<file path="config.mk">
export PLATFORM = sky130hd
export DESIGN_NAME = gpio_int_aggregator
export DESIGN_NICKNAME = d
export VERILOG_FILES = /design/src/rtl/gpio_agg_pkg.sv /design/src/rtl/gpio_grp_reduce.sv /design/src/rtl/gpio_sum_view.sv /design/src/rtl/gpio_irq_arm.sv /design/src/rtl/gpio_int_aggregator.sv
export SDC_FILE = /design/constraint.sdc
export NUM_CORES = 1
export LEC_CHECK = 0
export ABC_AREA = 1
export BUFFER_PORTS_ARGS = -buffer_cell sky130_fd_sc_hd__buf_2
export CAP_MARGIN = 40
export CORE_AREA = 2 2 196 198
export CTS_CLUSTER_DIAMETER = 100
export DETAILED_ROUTE_END_ITERATION = 10
export DIE_AREA = 0 0 198 200
export PLACE_DENSITY = 0.38
export SETUP_SLACK_MARGIN = 0.15
export SLEW_MARGIN = 20
export SYNTH_ARGS = -nofsm -noshare
export SYNTH_HDL_FRONTEND = slang
export SYNTH_SLANG_ARGS = --single-unit
</file>
<file path="constraint.sdc">
create_clock -name clk -period 1.6 [get_ports clk]
set_clock_uncertainty 0.15 [all_clocks]
set_input_delay 0.08 -clock clk [delete_from_list [all_inputs] [get_ports clk]]
set_output_delay 0.08 -clock clk [all_outputs]
set_load 0.05 [all_outputs]
</file>
<file path="src/rtl/gpio_agg_pkg.sv">
package gpio_agg_pkg;

    localparam int REG_W   = 32;
    localparam int EOI_BIT = 0;

    typedef enum logic {
        ARM_READY = 1'b0,
        ARM_FIRED = 1'b1
    } arm_state_e;

    typedef struct packed {
        logic [REG_W-1:0] lo;
        logic [REG_W-1:0] hi;
    } summary_words_t;

    function automatic logic any_flag(input logic [3:0] int_f, input logic [3:0] wake_f);
        return (|int_f) | (|wake_f);
    endfunction

endpackage

</file>
<file path="src/rtl/gpio_grp_reduce.sv">
module gpio_grp_reduce #(
    parameter int PIN_COUNT  = 184,
    parameter int GROUP_SIZE = 4,
    localparam int GROUP_COUNT = PIN_COUNT / GROUP_SIZE
) (
    input  logic [PIN_COUNT-1:0]   int_sts,
    input  logic [PIN_COUNT-1:0]   wake_sts,
    output logic [GROUP_COUNT-1:0] grp_hit
);
    import gpio_agg_pkg::*;

    for (genvar g = 0; g < GROUP_COUNT; g++) begin : g_grp
        if (GROUP_SIZE == 4) begin : g_quad
            assign grp_hit[g] = any_flag(int_sts[g*4 +: 4], wake_sts[g*4 +: 4]);
        end else begin : g_generic
            assign grp_hit[g] = (|int_sts[g*GROUP_SIZE +: GROUP_SIZE])
                              | (|wake_sts[g*GROUP_SIZE +: GROUP_SIZE]);
        end
    end

endmodule

</file>
<file path="src/rtl/gpio_sum_view.sv">
module gpio_sum_view #(
    parameter int GROUP_COUNT = 46,
    parameter int ADDR_W      = 4
) (
    input  logic [GROUP_COUNT-1:0] grp_hit,
    input  logic [ADDR_W-1:0]      rd_addr,
    output logic [31:0]            summary_lo,
    output logic [31:0]            summary_hi,
    output logic [31:0]            rd_data
);
    import gpio_agg_pkg::*;

    localparam logic [ADDR_W-1:0] ADDR_LO = ADDR_W'(0);
    localparam logic [ADDR_W-1:0] ADDR_HI = ADDR_W'(4);

    summary_words_t words;
    logic [2*REG_W-1:0] padded;

    always_comb begin
        padded = '0;
        padded[GROUP_COUNT-1:0] = grp_hit;
        words.lo = padded[REG_W-1:0];
        words.hi = padded[2*REG_W-1:REG_W];
    end

    assign summary_lo = words.lo;
    assign summary_hi = words.hi;

    always_comb begin
        unique case (rd_addr)
            ADDR_LO: rd_data = words.lo;
            ADDR_HI: rd_data = words.hi;
            default: rd_data = '0;
        endcase
    end

endmodule

</file>
<file path="src/rtl/gpio_irq_arm.sv">
module gpio_irq_arm (
    input  logic clk,
    input  logic rst,
    input  logic any_hit,
    input  logic eoi_req,
    output logic irq_out
);
    import gpio_agg_pkg::*;

    arm_state_e state_q;

    always_ff @(posedge clk) begin
        if (rst) begin
            state_q <= ARM_READY;
        end else begin
            unique case (state_q)
                ARM_READY: if (any_hit) state_q <= ARM_FIRED;
                ARM_FIRED: if (eoi_req) state_q <= ARM_READY;
                default:   state_q <= ARM_READY;
            endcase
        end
    end

    assign irq_out = (state_q == ARM_FIRED);

endmodule

</file>
<file path="src/rtl/gpio_int_aggregator.sv">
module gpio_int_aggregator #(
    parameter int PIN_COUNT  = 184,
    parameter int GROUP_SIZE = 4,
    parameter int ADDR_W     = 4
) (
    input  logic                 clk,
    input  logic                 rst,
    input  logic [PIN_COUNT-1:0] pin_int_sts,
    input  logic [PIN_COUNT-1:0] pin_wake_sts,
    input  logic                 reg_wr_en,
    input  logic [ADDR_W-1:0]    reg_addr,
    input  logic [31:0]          reg_wdata,
    output logic [31:0]          reg_rdata,
    output logic [31:0]          summary_lo,
    output logic [31:0]          summary_hi,
    output logic                 irq_out
);
    import gpio_agg_pkg::*;

    localparam int GROUP_COUNT = PIN_COUNT / GROUP_SIZE;
    localparam logic [ADDR_W-1:0] ADDR_CTRL = ADDR_W'(8);

    logic [GROUP_COUNT-1:0] grp_hit;
    logic eoi_req;
    logic unused_wdata;

    assign unused_wdata = ^reg_wdata;
    assign eoi_req = reg_wr_en && (reg_addr == ADDR_CTRL) && reg_wdata[EOI_BIT];

    gpio_grp_reduce #(
        .PIN_COUNT (PIN_COUNT),
        .GROUP_SIZE(GROUP_SIZE)
    ) u_reduce (
        .int_sts (pin_int_sts),
        .wake_sts(pin_wake_sts),
        .grp_hit (grp_hit)
    );

    gpio_sum_view #(
        .GROUP_COUNT(GROUP_COUNT),
        .ADDR_W     (ADDR_W)
    ) u_view (
        .grp_hit   (grp_hit),
        .rd_addr   (reg_addr),
        .summary_lo(summary_lo),
        .summary_hi(summary_hi),
        .rd_data   (reg_rdata)
    );

    gpio_irq_arm u_arm (
        .clk    (clk),
        .rst    (rst),
        .any_hit(|grp_hit),
        .eoi_req(eoi_req),
        .irq_out(irq_out)
    );

endmodule

</file>
== Word-level counts from Yosys, hierarchy flattened ==
Index checks and enable logic that the tools add are counted.
Storage, ports and cells
  register bits: 1
  input bits: 407
  logic and storage cells: 150
  output and inout bits: 97
Cells by class
  equality and inequality tests: 2
  bitwise gates (word level): 47
  multiplexer cells: 4
  reduce and logical (&&, ||, !) cells: 96
Operators with widths (count)
  4-bit OR reduction: 92
  32-bit one-hot mux with 2 select lines: 1
  1-bit bitwise OR: 46
  46-bit OR reduction: 1
  4-bit by 3-bit == test with 1-bit output (second input constant): 1
  4-bit == test (second input constant): 1
  4-bit logical NOT: 1
  1-bit logical AND: 2
  1-bit two-way mux: 2
  1-bit one-hot mux with 2 select lines: 1
  1-bit inverter: 1

== Logic depth before layout (Yosys ltp) ==
Gate-level depths: netlist (run 1).
  depth in word-level cells: 5
  depth in mapped cells: 10
  gate-level depth less buffers: 10

== Hierarchy ==
Synthesis (run 1) repeated with hierarchy kept, for this count alone.
Unflattened totals
  cells, all modules: 894
  area, all modules: 3748.6 µm²
Modules (own cells, without submodules)
  gpio_grp_reduce: times used 1, area an instance 2590.0 µm², cells each 690, seq. area each 0.0 µm²
  gpio_sum_view: times used 1, area an instance 940.9 µm², cells each 154, seq. area each 0.0 µm²
  gpio_int_aggregator: times used 1, area an instance 176.4 µm², cells each 44, seq. area each 0.0 µm²
  gpio_irq_arm: times used 1, area an instance 41.3 µm², cells each 6, seq. area each 20.0 µm²

== Worst setup path after synthesis (run 1) ==
Ideal clock, no wire load.
  kind: input -> output
  start point: input reg_addr[1]
  end point: output reg_rdata[7]
  data required time: 1370 ps
  buffers on the path: 0
  slack: -159 ps
  cell stages on the path: 5
  data arrival time: 1529 ps
  path through: nor2_1 inv_2 nor3_2 inv_2 o21ai_0
On the way
  word-level cells in the longest chain between the ends: 2
  elaborated cells on any way between the ends: 3
  those cells by class: eq/ne: 1; mux: 1; reduce/logical: 1
RTL lines
  start: declaration: RTL line gpio_int_aggregator.sv:11  | input logic [ADDR_W-1:0] reg_addr,
  4-bit by 3-bit == test with 1-bit output / 4-bit logical NOT (equally long branches): RTL line gpio_sum_view.sv:30  | unique case (rd_addr)
  32-bit one-hot mux with 2 select lines (*): RTL line gpio_sum_view.sv:30
  end: declaration: RTL line gpio_int_aggregator.sv:13  | output logic [31:0] reg_rdata,
Every way passes the cells marked *; elsewhere a longest branch is shown, timed or not.

== Final worst setup path (run 1) ==
  start point: input reg_addr[1]
  end point: output reg_rdata[11]
The elaborated chain is that of the path after synthesis.

==> run metrics, run 1 <==
placed cell area 0.00513 mm^2; PD cells 181 mW/mm^2; Initial DRC Count between 40 and 50; maximum VDD drop 81.4 uV; sequential share of the synthesized area 0.00989; Port Buffers between 400 and 500; router iterations before antenna repair 4; final worst path period need 1.44 ns; hold path endpoint u_arm.irq_out; drt drc 0; CP Launch Type primary input; post-route antenna net violation count 0; # IOs 504; R2R Path Start u_arm.irq_out; Min-Delay Path Class in2reg; max reg flops 1; Clk pwr share 0; final worst path period share 0.899; busiest grt layer met2; Static Leak 0.00281 uW; Post-Syn Instances 491; Peak Freq 0.695 GHz; status complete, no violations; crit end category primary output; Setup violations, final 0; critical path arrival 1.21 ns; core area approximately 0.037 mm^2; Ys Warns 0; Total GRT Usage 0.0720; #FFs+latches synth 1; Worst EP required 1.37 ns; Finished Cell Area 0.00590 mm^2; Logic pwr share 0.974; reg-to-reg setup timing slack 0.49 ns; antenna cells 0; register share of total power 0.026; Starting Density 0.0541; final hold violations 0; num rows 71; layout cells sized above 1 0.604; pin count of the biggest net entering global routing 20; M3 GR Usage 0.00554; Clk Latency, worst-skew pair 0 ns; Syn Std Cell Area 0.00202 mm^2; depth of the most critical reg-to-reg path 8; Vias about 4.6k; Die ar. 0.0396 mm^2; Psw 543 uW; met1 usage 0.0796; DPL Wire Length 15,200 um; routing usage on met2 0.151; Max FO, Critical Path 8; Post-Route WL roughly 17,000 um; Die W ~200 um; GP Congestion 0.767; reported max-cap violation count 0; wire per inst 11.4 um; Final #Nets 1,395; initial antenna violation count 0; Switching Share 0.507; grt ovf 0; CP Class in2out; Layout area overhead 192%; Pint ~530 uW; final setup TNS 0 ns; WHS 0.311 ns; final slew viol count 0; Synth cell types 18; Die Ht 200 um; vias in the first global route ~4.3k; Worst Hold Depth 5; Worst-path clk slew 0 ns; vias per inst 3.04; Mapped Avg Cell Area 4.12 um^2; Final Util 0.158; FF-to-FF End u_arm.irq_out; HP Start rst; first-pass GRT wire length 21,600 um; RSZ-0062 raised after global routing true
-- timing repair --
action | in CTS | in global routing
pin swaps | 1 | 23
endpoints found under the setup margin | 30 | 29
setup buffers | 3 | 7
hold buffers | 0 | 0
gates resized for setup | 81 | 95
cloned | 1 | 3
-- Yosys cell counts, drive strengths merged --
cell type / count / area [um^2]
a41oi: 1 / 8.76
buf: 21 / 153
clkbuf: 1 / 3.75
conb: 1 / 3.75
dfxtp: 1 / 20.0
inv: 50 / 188
nand2: 134 / 503
nand3: 1 / 5.00
nand4: 1 / 6.26
nor2: 263 / 1030
nor3: 1 / 10.0
nor3b: 2 / 26.3
o21ai: 14 / 70.1
-- layer usage --
layer / part of all wire / vias up / wire length (um)
li1: - / 2407 / -
met1: 0.39 / 1898 / 6640
met2: 0.54 / 242 / 9200
met3: 0.060 / 10 / 1020
met4: 0.012 / 0 / 199
met5: 0 / - / 0
-- metrics by stage --
| stage | power (uW) | setup slack [ns] | instances |
|---|---|---|---|
| 2_1_floorplan | 450 | 0.0542 | 508 |
| 3_3_place_gp | 974 | -0.124 | 1483 |
| 3_5_place_dp | 970 | -0.0764 | 1483 |
| 4_1_cts | 1020 | 0.0951 | 1487 |
| 5_1_grt | 1170 | 0.0798 | 1497 |
| 6_report | 1070 | 0.162 | 1497 |
-- layout by cell type, fill, tap and decap left out, types with 2 or more instances in the layout --
cell type,count
nor2_1,193
buf_4,39
inv_1,48
o21ai_1,3
buf_2,424
nand2_1,123
nor2_2,40
nor2_4,30
buf_6,26
conb_1,18
o21ai_4,5
nand2_2,10
o21ai_2,6
clkbuf_16,2
buf_8,6
-- layout make-up --
class | count | area [um^2]
repair buffers | 499 | 2900
flip-flops and latches | 1 | 20.0
inverters | 50 | 214
repair inverters | 1 | 6.26
multi-input cells | 435 | 2130
fillers | 4433 | 31500
well taps | 511 | 639
-- worst max-delay path, stage by stage --
cell,delay (ns)
buf_6,0.10
nor2_4,0.09
inv_2,0.06
nor3_4,0.15
bufinv_16,0.24
buf_16,0.16
o21ai_4,0.14
buf_6,0.18
-- kinds of logic (layout without fill, tap and decap cells) --
family          count (synthesis)  after routing  share of synthesized area
flops                           1              1                    0.00989
simple gates                  402            402                      0.779
compound gates                 15             15                     0.0389
buf+inv                        72            550                      0.170
other cells                     1             18                    0.00185
-- worst max-delay path by stage --
| stage | end | cells after the start | from |
|---|---|---|---|
| after floorplan | reg_rdata[0] | 6 | reg_addr[1] |
| after global routing | u_arm.irq_out | 11 | pin_wake_sts[121] |
| after CTS | u_arm.irq_out | 11 | pin_int_sts[21] |
| after global placement | u_arm.irq_out | 11 | pin_wake_sts[31] |
| after detailed placement | u_arm.irq_out | 11 | pin_wake_sts[21] |
| final | reg_rdata[11] | 8 | reg_addr[1] |
-- power by group through the flow --
| stage | Sequential [uW] | Clock [uW] | Combinational [uW] |
|---|---|---|---|
| 6_report | 28.1 | 0 | 1040 |
| 5_1_grt | 28.5 | 0 | 1140 |
| 4_1_cts | 28.3 | 0 | 994 |
| 3_5_place_dp | 28.3 | 0 | 942 |
| 3_3_place_gp | 28.2 | 0 | 945 |
| 2_1_floorplan | 32.7 | 0 | 417 |
Note: power is estimated with default switching activity, not from simulation.
==> inputs of run 2 (changes only) <==
--- a/config.mk
+++ b/config.mk
@@ -6,13 +6,13 @@
 export NUM_CORES = 1
 export LEC_CHECK = 0
 export ABC_AREA = 1
-export BUFFER_PORTS_ARGS = -buffer_cell sky130_fd_sc_hd__buf_2
 export CAP_MARGIN = 40
-export CORE_AREA = 2 2 196 198
+export CORE_AREA = 2 2 193 195
 export CTS_CLUSTER_DIAMETER = 100
 export DETAILED_ROUTE_END_ITERATION = 10
-export DIE_AREA = 0 0 198 200
-export PLACE_DENSITY = 0.38
+export DIE_AREA = 0 0 195 197
+export DONT_BUFFER_PORTS = 1
+export PLACE_DENSITY = 0.3
 export SETUP_SLACK_MARGIN = 0.15
 export SLEW_MARGIN = 20
 export SYNTH_ARGS = -nofsm -noshare
==> run metrics, run 2 (synthesis gave the netlist of run 1 again) <==
status complete, no violations (unchanged); Pint 211 uW (was 527 uW); critical path arrival 1.10 ns (was 1.21 ns); vias per inst 3.16 (was 3.04); Final #Nets 971 (was 1,395); Logic pwr share 0.951 (was 0.974); Min-Delay Path Class in2reg (unchanged); Vias 3,266 (was 4,557); pin count of the biggest net entering global routing 22 (was 20); initial antenna violation count 4 (was 0); Worst EP required 1.37 ns (about the same); Critical-path top delay cell o21ai_1 (was bufinv_16); post-route antenna net violation count 0 (unchanged); Peak Freq 0.752 GHz (was 0.695 GHz); Initial DRC Count 76 (was 47); most frequent cells in the layout nor2_1, nand2_1, buf_4, inv_1, nor2_2 (was buf_2, nor2_1, nand2_1, inv_1, nor2_2); grt ovf 0 (unchanged); CP Class in2out (unchanged); CP Launch Type primary input (unchanged); Starting Density 0.0558 (was 0.0541); Layout area overhead 73.4% (was 192%); Max FO, Critical Path 11 (was 8); Switching Share 0.633 (was 0.507); first-pass GRT wire length 16,100 um (was 21,600 um); Total GRT Usage 0.0567 (was 0.0720); Static Leak 0.00117 uW (was 0.00281 uW); R2R Path Start u_arm.irq_out (unchanged); Placed Cells 1,027 (was 1,483); final setup TNS 0 ns (unchanged); # IOs 504 (unchanged); DPL Wire Length 12,000 um (was 15,200 um); register share of total power 0.049 (was 0.026); HP Start rst (unchanged); commonest non-fill, non-tap cell in the layout nor2_1 (was buf_2); core area 0.0363 mm^2 (was 0.0374 mm^2); reg-to-reg setup timing slack 0.43 ns (was 0.49 ns); vias in the first global route 2,878 (was 4,271); reported max-cap violation count 0 (unchanged); final slew viol count 0 (unchanged); Port Buffers 0 (was 454); max reg flops 1 (unchanged); final hold violations 0 (unchanged); Clk pwr share 0 (about the same); Setup violations, final 0 (unchanged); wire per inst 12.3 um (was 11.4 um); final worst path period share 0.831 (was 0.899); layout cells sized above 1 0.269 (was 0.604); Placement Setup Slack -0.110 ns (was -0.0764 ns); RSZ-0062 raised after global routing true (unchanged); Critical Path Source reg_addr[1] (unchanged); final worst path period need 1.33 ns (was 1.44 ns); Crit path top cell by count inv_2 (was buf_6); Finished Layout Cells 1,033 (was 1,497); Psw 364 uW (was 543 uW); maximum VDD drop 87.0 uV (was 81.4 uV); Die Ht 197 um (was 200 um); CP max stage delay 0.23 ns (was 0.24 ns); router iterations before antenna repair 4 (unchanged); Worst-path clk slew 0 ns (about the same); Post-Route WL 12,700 um (was 17,100 um); GP Congestion 0.801 (was 0.767); Die ar. 0.0384 mm^2 (was 0.0396 mm^2); Clk Latency, worst-skew pair 0 ns (about the same); PD cells 164 mW/mm^2 (was 181 mW/mm^2); crit end category primary output (unchanged); Die W 195 um (was 198 um); drt drc 0 (unchanged); setup slack after layout 0.270 ns (was 0.162 ns); CP Cell Sequence nor2_1 -> inv_2 -> nor3_2 -> inv_2 -> buf_4 -> o21ai_1 -> buf_12 (was buf_6 -> nor2_4 -> inv_2 -> nor3_4 -> bufinv_16 -> buf_16 -> o21ai_4 -> buf_6); Final Util 0.0968 (was 0.158); num rows 70 (was 71)
-- run 2: cell count changes in the layout (fill, tap and decap cells not counted), moves of 3 or more --
cell     change
buf_6       -24
o21ai_1     +10
o21ai_4      -5
o21ai_2      -5
buf_2      -424
nor2_1      +13
buf_4       +21
nor2_4      -14
buf_12      +13
diode_2      +3
buf_8        -6
-- run 2: layout make-up --
cell class	count	area [um^2]
Inverter	50	188
Sequential cell	1	20.0
Tap cell	468	586
Multi-Input combinational cell	435	1960
Fill cell	4305	32800
Antenna cell	3	7.51
Timing Repair Buffer	76	753
-- run 2: per-stage QoR --
step                      hold WS, ns  power (uW)  cell area, um^2
after global placement          0.223         562             3260
final                           0.192         575             3510
after global routing            0.238         619             3510
after floorplan                0.0783         450             2110
after CTS                       0.206         568             3320
after detailed placement        0.205         565             3260
-- run 2: path summary, 6_finish.rpt --
check | to | depth (start not counted)
max | reg_rdata[0] | 7
min | u_arm.irq_out | 4
max reg2reg | u_arm.irq_out | 8
min reg2reg | u_arm.irq_out | 4
-- run 2: worst max-delay path, delay by kind of cell --
| kind | cells | cell delay, ns |
|---|---|---|
| simple gates | 2 | 0.25 |
| buf+inv | 4 | 0.51 |
| compound gates | 1 | 0.23 |
-- run 2: what timing repair did --
action | in CTS | in global routing
pin swaps | 2 | 26
resized for setup | 16 | 52
buffers inserted | 0 | 3
setup endpoints to repair | 1 | 12
hold buffers | 0 | 0
-- run 2: per-layer routing --
metal | vias up | GRT usage | share of wire
met5 | - | 0 | 0
met3 | 20 | 0.00342 | 0.064
met4 | 0 | 0.0212 | 0.033
met2 | 245 | 0.103 | 0.49
li1 | 1559 | - | -
met1 | 1442 | 0.0704 | 0.41
-- run 2: power groups by stage --
stage / clock network (uW) / registers (uW) / logic [uW]
global placement: 0 / 28.4 / 534
global route: 0.000251 / 28.8 / 590
floorplan: 0 / 32.7 / 417
finish: 0.000252 / 28.2 / 547
detailed placement: 0 / 28.4 / 536
CTS: 0 / 28.5 / 540
==> inputs of run 3 (changes only) <==
==> constraint.sdc (replaced) <==
create_clock -name clk -period 1.1 [get_ports clk]
set_clock_uncertainty 0.15 [all_clocks]
set_input_delay 0.055 -clock clk [delete_from_list [all_inputs] [get_ports clk]]
set_output_delay 0.055 -clock clk [all_outputs]
set_load 0.05 [all_outputs]
==> run metrics, run 3 (synthesis gave the netlist of run 1 again) <==
status finished with violations (was complete, no violations); failing checks setup timing; PD cells 205 mW/mm^2 (was 164 mW/mm^2); Die ar. 0.0384 mm^2 (unchanged); Clk Latency, worst-skew pair 0 ns (about the same); busiest grt layer met2 (unchanged); reported max-cap violation count 0 (unchanged); Static Leak 0.00171 uW (was 0.00117 uW); CP Launch Type primary input (unchanged); M3 GR Usage 0.00753 (was 0.00342); CP Class in2reg (was in2out); routing usage on met2 0.111 (was 0.103); router iterations before antenna repair 4 (unchanged); post-route antenna net violation count 0 (unchanged); Crit path top cell by count nor2_4 (was inv_2); GP Congestion 0.822 (was 0.801); final hold violations 0 (unchanged); Worst-path clk slew 0.01 ns (was 0 ns); Starting Density 0.0558 (unchanged); Layout area overhead 166% (was 73.4%); Setup violations, final 34 (was 0); Vias 3,492 (was 3,266); # IOs 504 (unchanged); Finished Cell Area 0.00539 mm^2 (was 0.00351 mm^2); Placement Setup Slack -0.625 ns (was -0.110 ns); max reg flops 1 (unchanged); num rows 70 (unchanged); Total GRT Usage 0.0645 (was 0.0567); drt drc 0 (unchanged); Post-Route WL 15,100 um (was 12,700 um); fill count 4,150 (was 4,305); Initial DRC Count 48 (was 76); depth of the most critical reg-to-reg path 9 (was 8); grt ovf 0 (unchanged); commonest non-fill, non-tap cell in the layout nor2_4 (was nor2_1); wire per inst 14.0 um (was 12.3 um); Peak Freq 0.766 GHz; first-pass GRT wire length 18,500 um (was 16,100 um); Port Buffers 0 (unchanged); DPL Wire Length 12,900 um (was 12,000 um); Die Ht 197 um (unchanged); Worst EP required 0.85 ns (was 1.37 ns); met1 usage 0.0866 (was 0.0704); FF+latch area 20.0 um^2 (unchanged); Final #Nets 1,018 (was 971); R2R Path Start u_arm.irq_out (unchanged); final worst path period share 1.19; CP Cell Sequence nor2_4 -> nand2_2 -> nor2_4 -> nand2_1 -> nor2_2 -> buf_4 -> nand2_4 -> nor2_4 -> buf_6 -> nand3_2 -> nand2_1 -> inv_1 (was nor2_1 -> inv_2 -> nor3_2 -> inv_2 -> buf_4 -> o21ai_1 -> buf_12); Critical-path top delay cell nor2_2 (was o21ai_1); Worst Hold Depth 4 (unchanged); vias in the first global route 3,239 (was 2,878); most frequent cells in the layout nor2_4, nor2_1, nand2_1, nor2_2, buf_6 (was nor2_1, nand2_1, buf_4, inv_1, nor2_2); HP Start rst (unchanged); hold path endpoint u_arm.irq_out (unchanged); final slew viol count 0 (unchanged); FF-to-FF End u_arm.irq_out (unchanged); pin count of the biggest net entering global routing 22 (unchanged); crit end category flip-flop (was primary output); area of the multi-input gates 0.00289 mm^2 (was 0.00196 mm^2); Die W 195 um (unchanged); Max FO, Critical Path 2 (was 11); Min-Delay Path Class in2reg (unchanged); layout cells sized above 1 0.622 (was 0.269); initial antenna violation count 1 (was 4); placed cell area 0.00405 mm^2 (was 0.00326 mm^2); maximum VDD drop 96.4 uV (was 87.0 uV); antenna cells 0 (was 3); CP max stage delay 0.14 ns (was 0.23 ns); RSZ-0062 raised after global routing true (unchanged); critical path arrival 1.05 ns (was 1.10 ns); setup slack after layout -0.206 ns (was 0.270 ns); core area 0.0363 mm^2 (unchanged); vias per inst 3.24 (was 3.16); reg-to-reg setup timing slack -0.15 ns (was 0.43 ns); final worst path period need about 1.3 ns
==> run 3: changes by cell type in the layout (fill, tap and decap cells not counted), moves of 9 or more <==
cell and delta:
nor2_4 +81, nor2_2 +31, buf_6 +44, inv_4 +9, o21ai_1 -13, nor2_1 -112, inv_1 -25, o21ai_4 +13
nand2_1 -31, buf_4 -26, clkinvlp_4 +18, buf_12 +20, nand2_2 +28
==> run 3: layout make-up <==
| type | instances | area share |
|---|---|---|
| sequential | 1 | 0.00371 |
| inverter | 50 | 0.0515 |
| timing repair buffer | 123 | 0.301 |
| multi-input combinational | 435 | 0.535 |
| tap | 468 | 0.109 |
==> run 3: layer usage <==
layer  share of wire  vias to the layer above
met5               0                        -
met4           0.023                        0
met3           0.063                       16
met2            0.51                      210
met1            0.40                     1616
li1                -                     1650
==> run 3: critical path, delay by kind of cell <==
| family | cells | cell delay [ns] |
|---|---|---|
| AND/OR/NAND/NOR | 9 | 0.73 |
| buffers and inverters | 3 | 0.26 |
==> run 3: worst max path at each step <==
stage                            startpoint            end  slack, ns  cells after the start
after floorplan           pin_wake_sts[125]  u_arm.irq_out      -0.34                      8
after global placement    pin_wake_sts[119]  u_arm.irq_out      -0.66                     11
after detailed placement  pin_wake_sts[119]  u_arm.irq_out      -0.63                     11
after CTS                  pin_int_sts[179]  u_arm.irq_out      -0.28                     12
after global routing      pin_wake_sts[117]  u_arm.irq_out      -0.35                     11
final                     pin_wake_sts[152]  u_arm.irq_out      -0.21                     12
==> run 3: metrics by stage <==
step	total power, uW	hold slack, ns	utilization	setup TNS, ns	instances
6_report	1110	0.211	0.149	-3.70	1077
5_1_grt	1180	0.247	0.149	-6.86	1077
4_1_cts	998	0.217	0.126	-6.46	1073
3_5_place_dp	941	0.224	0.112	-6.86	1060
3_3_place_gp	937	0.232	0.112	-7.13	1060
2_1_floorplan	714	0.0533	-	-0.959	508
==> run 3: where the power goes <==
part           internal, uW  leakage [uW]  total, uW  switching (uW)
sequential             39.0    0.00000844       41.2            2.18
clock                     0             0          0               0
combinational           457       0.00170       1070             609
==> run 3: timing repair <==
item	in CTS	in global routing
resized for setup	125	227
pin swaps	37	64
gates cloned	1	2
hold buffers	0	0
buffers inserted	12	2
setup endpoints to repair	46	67
